`src/rtl/level_shift_encoder.sv`:
```
`timescale 1ns/1ps
module level_shift_encoder #(
  parameter int PULSE_W   = 8,
  parameter int GAP_W     = 8,
  parameter int START_LAT = 2
) (
  input  logic clk,
  input  logic rst_n,
  input  logic hs_cmd,
  input  logic ls_cmd,
  input  logic supply_ok,
  output logic on_pulse,
  output logic off_pulse,
  output logic ls_gate
);
  localparam int HS_STAGES = START_LAT - 1;
  localparam int CNT_MAX   = (PULSE_W > GAP_W) ? PULSE_W : GAP_W;
  localparam int CW        = (CNT_MAX > 1) ? $clog2(CNT_MAX) : 1;

  typedef enum logic [2:0] {S_IDLE, S_ON1, S_GAP, S_ON2, S_OFF} seq_t;

  logic [HS_STAGES-1:0] hs_dly;
  logic [START_LAT-1:0] ls_dly;
  logic                 hs_prev, sup_q;
  seq_t                 st;
  logic [CW-1:0]        cnt;

  wire hs_lvl = hs_dly[HS_STAGES-1];
  wire start  = supply_ok && ((hs_lvl != hs_prev) || !sup_q);

  always_ff @(posedge clk or negedge rst_n) begin
    if (!rst_n) begin
      hs_dly  <= '0;
      ls_dly  <= '0;
      hs_prev <= 1'b0;
      sup_q   <= 1'b0;
    end else begin
      hs_dly[0] <= hs_cmd;
      for (int i = 1; i < HS_STAGES; i++) hs_dly[i] <= hs_dly[i-1];
      ls_dly[0] <= ls_cmd;
      for (int i = 1; i < START_LAT; i++) ls_dly[i] <= ls_dly[i-1];
      hs_prev <= hs_lvl;
      sup_q   <= supply_ok;
    end
  end

  always_ff @(posedge clk or negedge rst_n) begin
    if (!rst_n) begin
      st  <= S_IDLE;
      cnt <= '0;
    end else if (!supply_ok) begin
      st  <= S_IDLE;
      cnt <= '0;
    end else if (start) begin
      st  <= hs_lvl ? S_ON1 : S_OFF;
      cnt <= CW'(PULSE_W - 1);
    end else begin
      case (st)
        S_ON1:
          if (cnt == '0) begin
            st  <= S_GAP;
            cnt <= CW'(GAP_W - 1);
          end else cnt <= cnt - 1'b1;
        S_GAP:
          if (cnt == '0) begin
            st  <= S_ON2;
            cnt <= CW'(PULSE_W - 1);
          end else cnt <= cnt - 1'b1;
        S_ON2, S_OFF:
          if (cnt == '0) st <= S_IDLE;
          else cnt <= cnt - 1'b1;
        default: st <= S_IDLE;
      endcase
    end
  end

  assign on_pulse  = supply_ok && (st == S_ON1 || st == S_ON2);
  assign off_pulse = supply_ok && (st == S_OFF);
  assign ls_gate   = supply_ok && ls_dly[START_LAT-1];
endmodule

```
`config.mk`:
```
export PLATFORM = sky130hd
export DESIGN_NAME = level_shift_encoder
export DESIGN_NICKNAME = d
export VERILOG_FILES = /design/src/rtl/level_shift_encoder.sv
export SDC_FILE = /design/constraint.sdc
export NUM_CORES = 1
export LEC_CHECK = 0
export BUFFER_PORTS_ARGS = -buffer_cell sky130_fd_sc_hd__buf_2
export CAP_MARGIN = 20
export CORE_AREA = 2 2 39 41
export CTS_BUF_LIST = sky130_fd_sc_hd__clkbuf_4 sky130_fd_sc_hd__clkbuf_8 sky130_fd_sc_hd__clkbuf_16
export DETAILED_ROUTE_END_ITERATION = 10
export DIE_AREA = 0 0 41 43
export GPL_ROUTABILITY_DRIVEN = 0
export PLACE_DENSITY = 0.6
export RECOVER_POWER = 100
export SLEW_MARGIN = 20
export SYNTH_ARGS = -nofsm -noshare
export SYNTH_HDL_FRONTEND = slang
export SYNTH_SLANG_ARGS = --single-unit
```
`constraint.sdc`:
```
create_clock -name clk -period 2.9 [get_ports clk]
set_clock_uncertainty 0.2 [all_clocks]
set_input_delay 0 -clock clk [delete_from_list [all_inputs] [get_ports clk]]
set_output_delay 0 -clock clk [all_outputs]
set_load 0.01 [all_outputs]
```
==> metrics.txt, run 1 <==
per-instance average area after synthesis 10.7 µm²; largest buffer count on any clock path 2; CP bufs+invs 0; post-synthesis register bit count 11; startpoint of the lowest-slack register-to-register path st[0]; global-route total usage across every layer 16.1%; TritonCTS clock tree built; CTS Sinks 11; Buffers on Ports 7; number of ports placed on the die boundary 8; post-route cell area 703 µm²; minimum setup slack among reg-to-reg paths 1.01 ns; shortest clock period the worst path allows after layout 1.89 ns; final setup TNS 0 ns; Synth cell types 28; leading cell type in the layout, fill and taps excluded sky130_fd_sc_hd__dfrtp_1; Peak supply drop 0.329 mV; area of the die 1760 µm²; total net switching power 95.9 µW; Total Power Consumption 349 µW; Pwr per Cell Area 497 nW/µm²; post-detailed-placement half-perimeter wirelength 797 µm; critical path startpoint category flip-flop; proportion of synthesized chip area in sequential cells 47.5%; Core Footprint 1380 µm²; RSZ-0062 raised after global routing no; worst hold path type reg -> reg; CTS root buf sky130_fd_sc_hd__clkbuf_4; DIE WIDTH 41 µm; H-Tree Level Count 1; vertical die dimension 43 µm; normalized max-slew margin 66.5%; cell depth of the worst setup path 4; switching share of power 27.4%; global-route wire length before repair 1.87 mm; Max Clock Freq 530 MHz; outcome finished clean; sum of overflow across all layers after global routing 0; number of clock buffers inserted by TritonCTS 3; maximum number of pins on one net before global-route repair 12; Worst Path Arrival 1.83 ns; layout overhead on the synthesized area 21.4%; detail-routed via count per cell 5.37; cell count of the worst hold path 0; share of total power in sequential cells 49.7%; count of inserted antenna diode cells 0; count of antenna-violating nets left after detailed routing 0; total number of vias 462; site row count 14; highest net fanout along the worst path 7; largest stage delay on the critical path 0.45 ns; Worst EP required 2.85 ns; hold slack 0.158 ns; Final setup violation count 0; Final Slew Violations 0; Post CTS Setup Buffer Count 0; Critical Path End cnt[2]; slowest stage cell, crit path sky130_fd_sc_hd__dfrtp_1; number of global-route vias before repair 446; Setup crit start st[0]; Internal Dissipation 254 µW; Clk network pwr share 33.0%; clock-pin slew reported for the worst setup and hold paths after clock tree synthesis 0.07 ns; worst flop-to-flop path endpoint cnt[2]; portion of the clock cycle consumed by the worst path in the final layout 65.1%; share of final-layout standard cells stronger than drive strength 1 15.7%; Worst Max-Slew Pin Slew 0.500 ns; Remaining DRCs 0; wire per inst 12.9 µm; number of gates resized after CTS 0; critical path, cell by cell nor3b_1 > o21ai_0 > a211oi_1 > nor4_2; number of iterations in the first detailed-routing pass 4; summed instance area of the synthesized netlist 579 µm²; starting density of the core 41.9%; smallest setup slack after layout 1.01 ns; number of antenna violations at the first check in global routing 0; critical path start-end classification reg -> reg; number of DRC violations after detailed-routing iteration 0 5; Syn. warnings 0; kind of cell adding the most delay to the critical path compound AO/OA/AOI/OAI gates; area of placed instances 634 µm²; Post-Route WL 1.11 mm; CP Capture Type flip-flop; Hold Vio Cnt, Final 0; commonest cells after routing, fill and taps aside sky130_fd_sc_hd__dfrtp_1, sky130_fd_sc_hd__dlygate4sd3_1, sky130_fd_sc_hd__buf_2; Worst-Skew Late Latency 0.27 ns; nets@finish 78; cell leakage power 0.000314 µW; part of the total power dissipated in combinational logic 17.3%; Hold Buf Count CTS 5; number of max-capacitance violations reported 0; number of standard cells after synthesis 54; dpl ws 1.17 ns; Register-to-Register Path Depth 4; Post-Syn Nets 61
-- stage by stage --
| step | std cells | utilization [%] |
|---|---|---|
| after floorplan | 54 | - |
| after global placement | 77 | 45.8 |
| after detailed placement | 77 | 45.8 |
| after CTS | 86 | 51.6 |
| after global routing | 86 | 50.8 |
| final | 86 | 50.8 |
-- how the worst min path moves through the flow --
| stage | startpoint | end | slack [ns] |
|---|---|---|---|
| 2_1_floorplan | rst_n | cnt[0] | -0.50 |
| 5_1_grt | ls_cmd | ls_dly[0] | 0.18 |
| 6_report | ls_dly[0] | ls_dly[1] | 0.16 |
| 3_5_place_dp | rst_n | st[1] | -0.32 |
| 4_1_cts | ls_dly[0] | ls_dly[1] | 0.16 |
| 3_3_place_gp | rst_n | st[1] | -0.31 |
-- registers in the layout (all words and copies together) (netlist names) --
name     flops
cnt          3
st           3
ls_dly       2
hs_prev      1
hs_dly       1
sup_q        1
-- worst register-to-register path: cells and delay by family (launching register included) --
family | cells | cell delay [ns]
compound gates | 2 | 0.62
flops | 1 | 0.45
simple gates | 2 | 0.49
-- layer usage --
metal,GRT usage [%],wire [µm],vias up
li1,-,-,232
met2,23.4,534,11
met4,8.00,16,0
met5,0,0,-
met1,20.8,524,217
met3,4.71,37,2
-- cell type report --
class                           count  area (µm²)
Clock buffer                        4        30.0
Fill cell                         127         681
Inverter                            4        15.0
Multi-Input combinational cell     39         280
Sequential cell                    11         275
Tap cell                           16        20.0
Timing Repair Buffer               12        82.6
-- cell usage after synthesis --
master	instances	area share, %
sky130_fd_sc_hd__a211o_1	1	1.5
sky130_fd_sc_hd__a211oi_1	1	1.3
sky130_fd_sc_hd__a21oi_1	2	1.7
sky130_fd_sc_hd__a31oi_1	2	2.2
sky130_fd_sc_hd__a41o_1	2	3.5
sky130_fd_sc_hd__and2_1	3	3.2
sky130_fd_sc_hd__and2_2	1	1.3
sky130_fd_sc_hd__and3b_1	1	1.5
sky130_fd_sc_hd__and4b_1	1	1.7
sky130_fd_sc_hd__dfrtp_1	11	48
sky130_fd_sc_hd__ha_1	2	4.3
sky130_fd_sc_hd__inv_1	4	2.6
sky130_fd_sc_hd__nand2_1	3	1.9
sky130_fd_sc_hd__nand2b_1	2	2.2
sky130_fd_sc_hd__nand3b_1	2	2.6
sky130_fd_sc_hd__nand4_1	1	1.1
sky130_fd_sc_hd__nor2_1	1	0.65
sky130_fd_sc_hd__nor2b_1	1	1.1
sky130_fd_sc_hd__nor3_1	2	1.7
sky130_fd_sc_hd__nor3b_2	1	2.2
sky130_fd_sc_hd__nor4_1	2	2.2
sky130_fd_sc_hd__nor4_2	1	2.2
sky130_fd_sc_hd__nor4bb_1	1	1.7
sky130_fd_sc_hd__o211ai_1	1	1.3
sky130_fd_sc_hd__o21ai_0	1	0.86
sky130_fd_sc_hd__o21ai_2	1	1.5
sky130_fd_sc_hd__xnor2_1	2	3.0
sky130_fd_sc_hd__xor2_1	1	1.5
-- kinds of logic after synthesis --
family          synth area share (%)
xor+xnor                        4.54
buf+inv                         2.59
fa+ha+maj                       4.32
simple gates                    27.2
flops                           47.5
compound gates                  13.8
-- power groups by stage --
stage	Combinational (µW)	Clock (µW)	Sequential (µW)
after floorplan	41.9	0	174
after global placement	58.0	0	176
after detailed placement	58.1	0	177
after CTS	63.4	118	174
after global routing	67.6	127	176
final	60.4	115	174
Power figures use the tool's default switching activity.
==> run 2, diff against run 1 <==
--- a/config.mk
+++ b/config.mk
@@ -12,7 +12,7 @@
 export DETAILED_ROUTE_END_ITERATION = 10
 export DIE_AREA = 0 0 41 43
 export GPL_ROUTABILITY_DRIVEN = 0
-export PLACE_DENSITY = 0.6
+export PLACE_DENSITY = 0.63
 export RECOVER_POWER = 100
 export SLEW_MARGIN = 20
 export SYNTH_ARGS = -nofsm -noshare
==> constraint.sdc (replaced) <==
create_clock -name clk -period 1.7 [get_ports clk]
set_clock_uncertainty 0.2 [all_clocks]
set_input_delay 0 -clock clk [delete_from_list [all_inputs] [get_ports clk]]
set_output_delay 0 -clock clk [all_outputs]
set_load 0.01 [all_outputs]
==> metrics.txt, run 2 (same netlist as run 1, synthesis figures left out) <==
outcome finished clean (unchanged); portion of the clock cycle consumed by the worst path in the final layout 94.2%; H-Tree Level Count 1 (unchanged); leading cell type in the layout, fill and taps excluded sky130_fd_sc_hd__dfrtp_1 (unchanged); site row count 14 (unchanged); vertical die dimension 43 µm (unchanged); CTS root buf sky130_fd_sc_hd__clkbuf_4 (unchanged); Max Clock Freq 624 MHz; Worst Path Arrival 1.40 ns (was 1.83 ns); count of antenna-violating nets left after detailed routing 0 (unchanged); total number of vias 455 (was 462); cell leakage power 0.000330 µW (was 0.000314 µW); post-detailed-placement half-perimeter wirelength 744 µm (was 797 µm); shortest clock period the worst path allows after layout 1.60 ns; worst hold path type reg -> reg (unchanged); number of iterations in the first detailed-routing pass 2 (was 4); Worst-Skew Late Latency 0.26 ns (was 0.27 ns); slowest stage cell, crit path sky130_fd_sc_hd__dfrtp_1 (unchanged); starting density of the core 41.9% (unchanged); kind of cell adding the most delay to the critical path flip-flops (was compound AO/OA/AOI/OAI gates); end-of-flow core utilization 55.0% (was 50.8%); count of inserted antenna diode cells 0 (unchanged); share of final-layout standard cells stronger than drive strength 1 29.2% (was 15.7%); wire per inst 12.2 µm (was 12.9 µm); Final setup violation count 0 (unchanged); Pwr per Cell Area 812 nW/µm² (was 497 nW/µm²); layout overhead on the synthesized area 31.3% (was 21.4%); Clk network pwr share 31.1% (was 33.0%); critical path, cell by cell nor3b_4 > buf_4 > and2_2 > buf_2 (was nor3b_1 > o21ai_0 > a211oi_1 > nor4_2); Core Footprint 1380 µm² (unchanged); sum of overflow across all layers after global routing 0 (unchanged); number of antenna violations at the first check in global routing 0 (unchanged); highest net fanout along the worst path 7 (unchanged); GRT met1 Usage 20.5% (was 20.8%); met3 track demand over resource 3.14% (was 4.71%); total net switching power 168 µW (was 95.9 µW); area of the die 1760 µm² (unchanged); part of the total power dissipated in combinational logic 20.7% (was 17.3%); Total Power Consumption 618 µW (was 349 µW); detail-routed via count per cell 5.17 (was 5.37); dpl ws 0.0696 ns (was 1.17 ns); global-route wire length before repair 1.77 mm (was 1.87 mm); Remaining DRCs 0 (unchanged); Hold Vio Cnt, Final 0 (unchanged); Post CTS Setup Buffer Count 0 (unchanged); clock-pin slew reported for the worst setup and hold paths after clock tree synthesis 0.07 ns (about the same); TritonCTS clock tree built (unchanged); number of ports placed on the die boundary 8 (unchanged); DIE WIDTH 41 µm (unchanged); Buffers on Ports 7 (unchanged); largest registers cnt: 3 flops, st: 3 flops, ls_dly: 2 flops (unchanged); maximum number of pins on one net before global-route repair 12 (unchanged); share of total power in sequential cells 48.2% (was 49.7%); Worst EP required 1.50 ns (was 2.85 ns); number of DRC violations after detailed-routing iteration 0 4 (was 5); CP bufs+invs 2 (was 0); global-route total usage across every layer 15.6% (was 16.1%); critical path start-end classification reg -> out (was reg -> reg); critical path startpoint category flip-flop (unchanged); Worst Max-Slew Pin Slew 0.476 ns (was 0.500 ns); met2 track demand over resource in global routing 21.3% (was 23.4%); Internal Dissipation 450 µW (was 254 µW); CP Capture Type output port (was flip-flop); Post-Route WL 1.07 mm (was 1.11 mm); largest buffer count on any clock path 2 (unchanged); routing layer with the top usage in global route met2 (unchanged); Final Slew Violations 0 (unchanged); normalized max-slew margin 68.1% (was 66.5%); nets@finish 80 (was 78); CTS Sinks 11 (unchanged); number of max-capacitance violations reported 0 (unchanged); smallest setup slack after layout 0.0984 ns (was 1.01 ns); number of clock buffers inserted by TritonCTS 3 (unchanged); number of global-route vias before repair 449 (was 446); switching share of power 27.1% (was 27.4%); Peak supply drop 0.482 mV (was 0.329 mV); commonest cells after routing, fill and taps aside sky130_fd_sc_hd__dfrtp_1, sky130_fd_sc_hd__dlygate4sd3_1, sky130_fd_sc_hd__buf_2 (unchanged); largest stage delay on the critical path 0.45 ns (about the same)
## run 2: routing by layer
metal / up-vias / part of all wire [%]
li1: 236 / -
met1: 207 / 49
met2: 8 / 44
met3: 4 / 3.2
met4: 0 / 3.2
met5: - / 0
## run 2: worst reg2reg max path, delay by kind of cell, from the launching register on
family / cells / cell delay (ns)
adders and majority gates: 1 / 0.16
and+or+nand+nor: 3 / 0.41
buffers and inverters: 2 / 0.26
DFF: 1 / 0.36
xor gates and xnor gates: 1 / 0.07
## run 2: cell type report
| cell class | count | area [µm²] |
|---|---|---|
| clock buffer | 4 | 30.0 |
| fill | 125 | 623 |
| inverter | 4 | 15.0 |
| multi-input combinational | 39 | 320 |
| sequential | 11 | 278 |
| tap | 16 | 20.0 |
| timing repair buffer | 14 | 97.6 |
## run 2: power groups by stage
stage / Clock (µW) / Combinational, µW / Sequential, µW
floorplan: 0 / 71.5 / 297
global placement: 0 / 102 / 300
detailed placement: 0 / 104 / 300
CTS: 198 / 113 / 295
global route: 219 / 142 / 301
finish: 192 / 128 / 298
## run 2: metrics by stage
stage	hold slack [ns]	TNS, ns	cell area [µm²]	cells
after global placement	-0.320	0	649	79
after global routing	0.156	-0.0134	761	88
after floorplan	-0.496	0	579	54
final	0.157	0	761	88
after detailed placement	-0.319	0	649	79
after CTS	0.159	0	729	88
## run 2: repair_timing
action	4_1_cts	5_1_grt
gates resized for setup	0	8
endpoints found under the setup margin	0	5
endpoints found under the hold margin	18	0
hold buffers	5	0
## run 2: final timing paths
check | from | endpoint | slack (ns) | depth (start not counted)
max | st[2] | off_pulse | 0.1 | 4
min | ls_dly[0] | ls_dly[1] | 0.16 | 0
max reg2reg | cnt[1] | st[1] | 0.13 | 7
min reg2reg | ls_dly[0] | ls_dly[1] | 0.16 | 0
max in group asynchronous | rst_n | st[0] | 0.41 | 3
min in group asynchronous | rst_n | hs_prev | 0.54 | 3
==> run 3, diff against run 2 <==
--- a/config.mk
+++ b/config.mk
@@ -12,8 +12,10 @@
 export DETAILED_ROUTE_END_ITERATION = 10
 export DIE_AREA = 0 0 41 43
 export GPL_ROUTABILITY_DRIVEN = 0
+export HOLD_SLACK_MARGIN = 0.1
 export PLACE_DENSITY = 0.63
 export RECOVER_POWER = 100
+export SETUP_SLACK_MARGIN = 0.3
 export SLEW_MARGIN = 20
 export SYNTH_ARGS = -nofsm -noshare
 export SYNTH_HDL_FRONTEND = slang
==> metrics.txt, run 3 (same netlist as run 1, synthesis figures left out) <==
number of fill cells in the layout 121 (was 125); worst hold path type reg -> reg (unchanged); area of placed instances 664 µm² (was 649 µm²); cell leakage power 0.000345 µW (was 0.000330 µW); post-detailed-placement half-perimeter wirelength 757 µm (was 744 µm); clock-pin slew reported for the worst setup and hold paths after clock tree synthesis 0.07 ns (about the same); area of the multi-input gates 360 µm² (was 320 µm²); CP Capture Type flip-flop (was output port); number of clock buffers inserted by TritonCTS 3 (unchanged); portion of the clock cycle consumed by the worst path in the final layout 92.7% (was 94.2%); leading cell type in the layout, fill and taps excluded sky130_fd_sc_hd__dfrtp_1 (unchanged); critical path, cell by cell inv_2 > ha_4 > nor4bb_1 > a21oi_1 > a211o_1 > o211ai_1 (was nor3b_4 > buf_4 > and2_2 > buf_2); global-route wire length before repair 1.98 mm (was 1.77 mm); RSZ-0062 raised after global routing yes; shortest clock period the worst path allows after layout 1.58 ns (was 1.60 ns); Max Clock Freq 634 MHz (was 624 MHz); number of antenna violations at the first check in global routing 0 (unchanged); number of ports placed on the die boundary 8 (unchanged); Final setup violation count 0 (unchanged); starting density of the core 41.9% (unchanged); vertical die dimension 43 µm (unchanged); sum of overflow across all layers after global routing 0 (unchanged); outcome finished clean (unchanged); total number of vias 462 (was 455); largest buffer count on any clock path 2 (unchanged); DIE WIDTH 41 µm (unchanged); Worst Max-Slew Pin Slew 0.593 ns (was 0.476 ns); largest registers cnt: 3 flops, st: 3 flops, ls_dly: 2 flops (unchanged); wire per inst 12.8 µm (was 12.2 µm); CTS root buf sky130_fd_sc_hd__clkbuf_4 (unchanged); area of the die 1760 µm² (unchanged); Final Slew Violations 0 (unchanged); post-route insts no fill 89 (was 88); count of inserted antenna diode cells 0 (unchanged); Peak supply drop 0.416 mV (was 0.482 mV); count of antenna-violating nets left after detailed routing 0 (unchanged); H-Tree Level Count 1 (unchanged); commonest cells after routing, fill and taps aside sky130_fd_sc_hd__dfrtp_1, sky130_fd_sc_hd__dlygate4sd3_1, sky130_fd_sc_hd__clkbuf_4, sky130_fd_sc_hd__clkbuf_1 (was sky130_fd_sc_hd__dfrtp_1, sky130_fd_sc_hd__dlygate4sd3_1, sky130_fd_sc_hd__buf_2); site row count 14 (unchanged); global-route total usage across every layer 17.0% (was 15.6%); slowest stage cell, crit path sky130_fd_sc_hd__dfrtp_1 (unchanged); Worst EP required 1.68 ns (was 1.50 ns); Worst Path Arrival 1.55 ns (was 1.40 ns); layout overhead on the synthesized area 41.5% (was 31.3%); share of final-layout standard cells stronger than drive strength 1 37.0% (was 29.2%); end-of-flow core utilization 59.2% (was 55.0%); highest net fanout along the worst path 3 (was 7); Pwr per Cell Area 781 nW/µm² (was 812 nW/µm²); number of global-route vias before repair 452 (was 449); Core Footprint 1380 µm² (unchanged); number of placed instances with taps included 77 (was 79); critical path start-end classification reg -> reg (was reg -> out); kind of cell adding the most delay to the critical path compound AO/OA/AOI/OAI gates (was flip-flops); register area 278 µm² (unchanged); Hold Vio Cnt, Final 0 (unchanged); CP bufs+invs 1 (was 2); number of max-capacitance violations reported 0 (unchanged); nets@finish 81 (was 80); Remaining DRCs 0 (unchanged); critical path startpoint category flip-flop (unchanged); post-route cell area 820 µm² (was 761 µm²); detail-routed via count per cell 5.19 (was 5.17); normalized max-slew margin 60.5% (was 68.1%); Total Power Consumption 640 µW (was 618 µW); number of DRC violations after detailed-routing iteration 0 6 (was 4); final setup TNS 0 ns (unchanged); largest stage delay on the critical path 0.39 ns (was 0.45 ns); maximum number of pins on one net before global-route repair 12 (unchanged); number of iterations in the first detailed-routing pass 3 (was 2); Buffers on Ports 7 (unchanged); CTS Sinks 11 (unchanged); TritonCTS clock tree built (unchanged); Worst-Skew Late Latency 0.26 ns (about the same); Post-Route WL 1.14 mm (was 1.07 mm)
run 3: cell count changes in the layout (fill, tap and decap cells not counted), moves of 2 or more:
cell and change:
sky130_fd_sc_hd__clkbuf_1 +2, sky130_fd_sc_hd__inv_2 +2, sky130_fd_sc_hd__inv_1 -2, sky130_fd_sc_hd__buf_6 +3, sky130_fd_sc_hd__buf_2 -3
run 3: layout make-up:
| cell class | instances | share of cell area [%] |
|---|---|---|
| Sequential cell | 11 | 33.9 |
| Multi-Input combinational cell | 39 | 44.0 |
| Clock buffer | 4 | 3.66 |
| Inverter | 4 | 1.83 |
| Timing Repair Buffer | 15 | 14.2 |
| Tap cell | 16 | 2.44 |
run 3: where the power goes:
| group | internal (µW) | switching [µW] | total [µW] |
|---|---|---|---|
| clock network | 107 | 81.8 | 188 |
| registers | 280 | 20.1 | 300 |
| logic | 76.2 | 75.5 | 152 |
| total | 463 | 177 | 640 |
run 3: timing repair:
action,CTS,global route
hold buffers,5,1
resized for setup,8,10
endpoints found under the setup margin,6,19
pin swaps,2,3
endpoints found under the hold margin,20,11
setup buffers,1,2
run 3: worst paths after layout:
| kind | start | slack, ns | cells after the start | endpoint |
|---|---|---|---|---|
| min reg2reg | ls_dly[0] | 0.15 | 0 | ls_dly[1] |
| max in group asynchronous | rst_n | 0.28 | 3 | st[2] |
| max | cnt[0] | 0.12 | 6 | st[0] |
| min | ls_dly[0] | 0.15 | 0 | ls_dly[1] |
| min in group asynchronous | rst_n | 0.59 | 3 | ls_dly[0] |
| max reg2reg | cnt[0] | 0.12 | 6 | st[0] |
run 3: metrics by stage:
stage,hold WS [ns],worst slack [ns]
floorplan,-0.496,0.278
global placement,-0.316,0.197
detailed placement,-0.316,0.168
CTS,0.157,0.190
global route,0.159,0.0548
finish,0.154,0.124
run 3: per-layer routing:
layer | GRT usage, % | vias to the layer above | share of wire (%)
met5 | 0 | - | 0
met4 | 12.0 | 0 | 1.1
met3 | 1.57 | 2 | 2.8
met2 | 23.4 | 6 | 51
met1 | 24.1 | 217 | 45
li1 | - | 237 | -
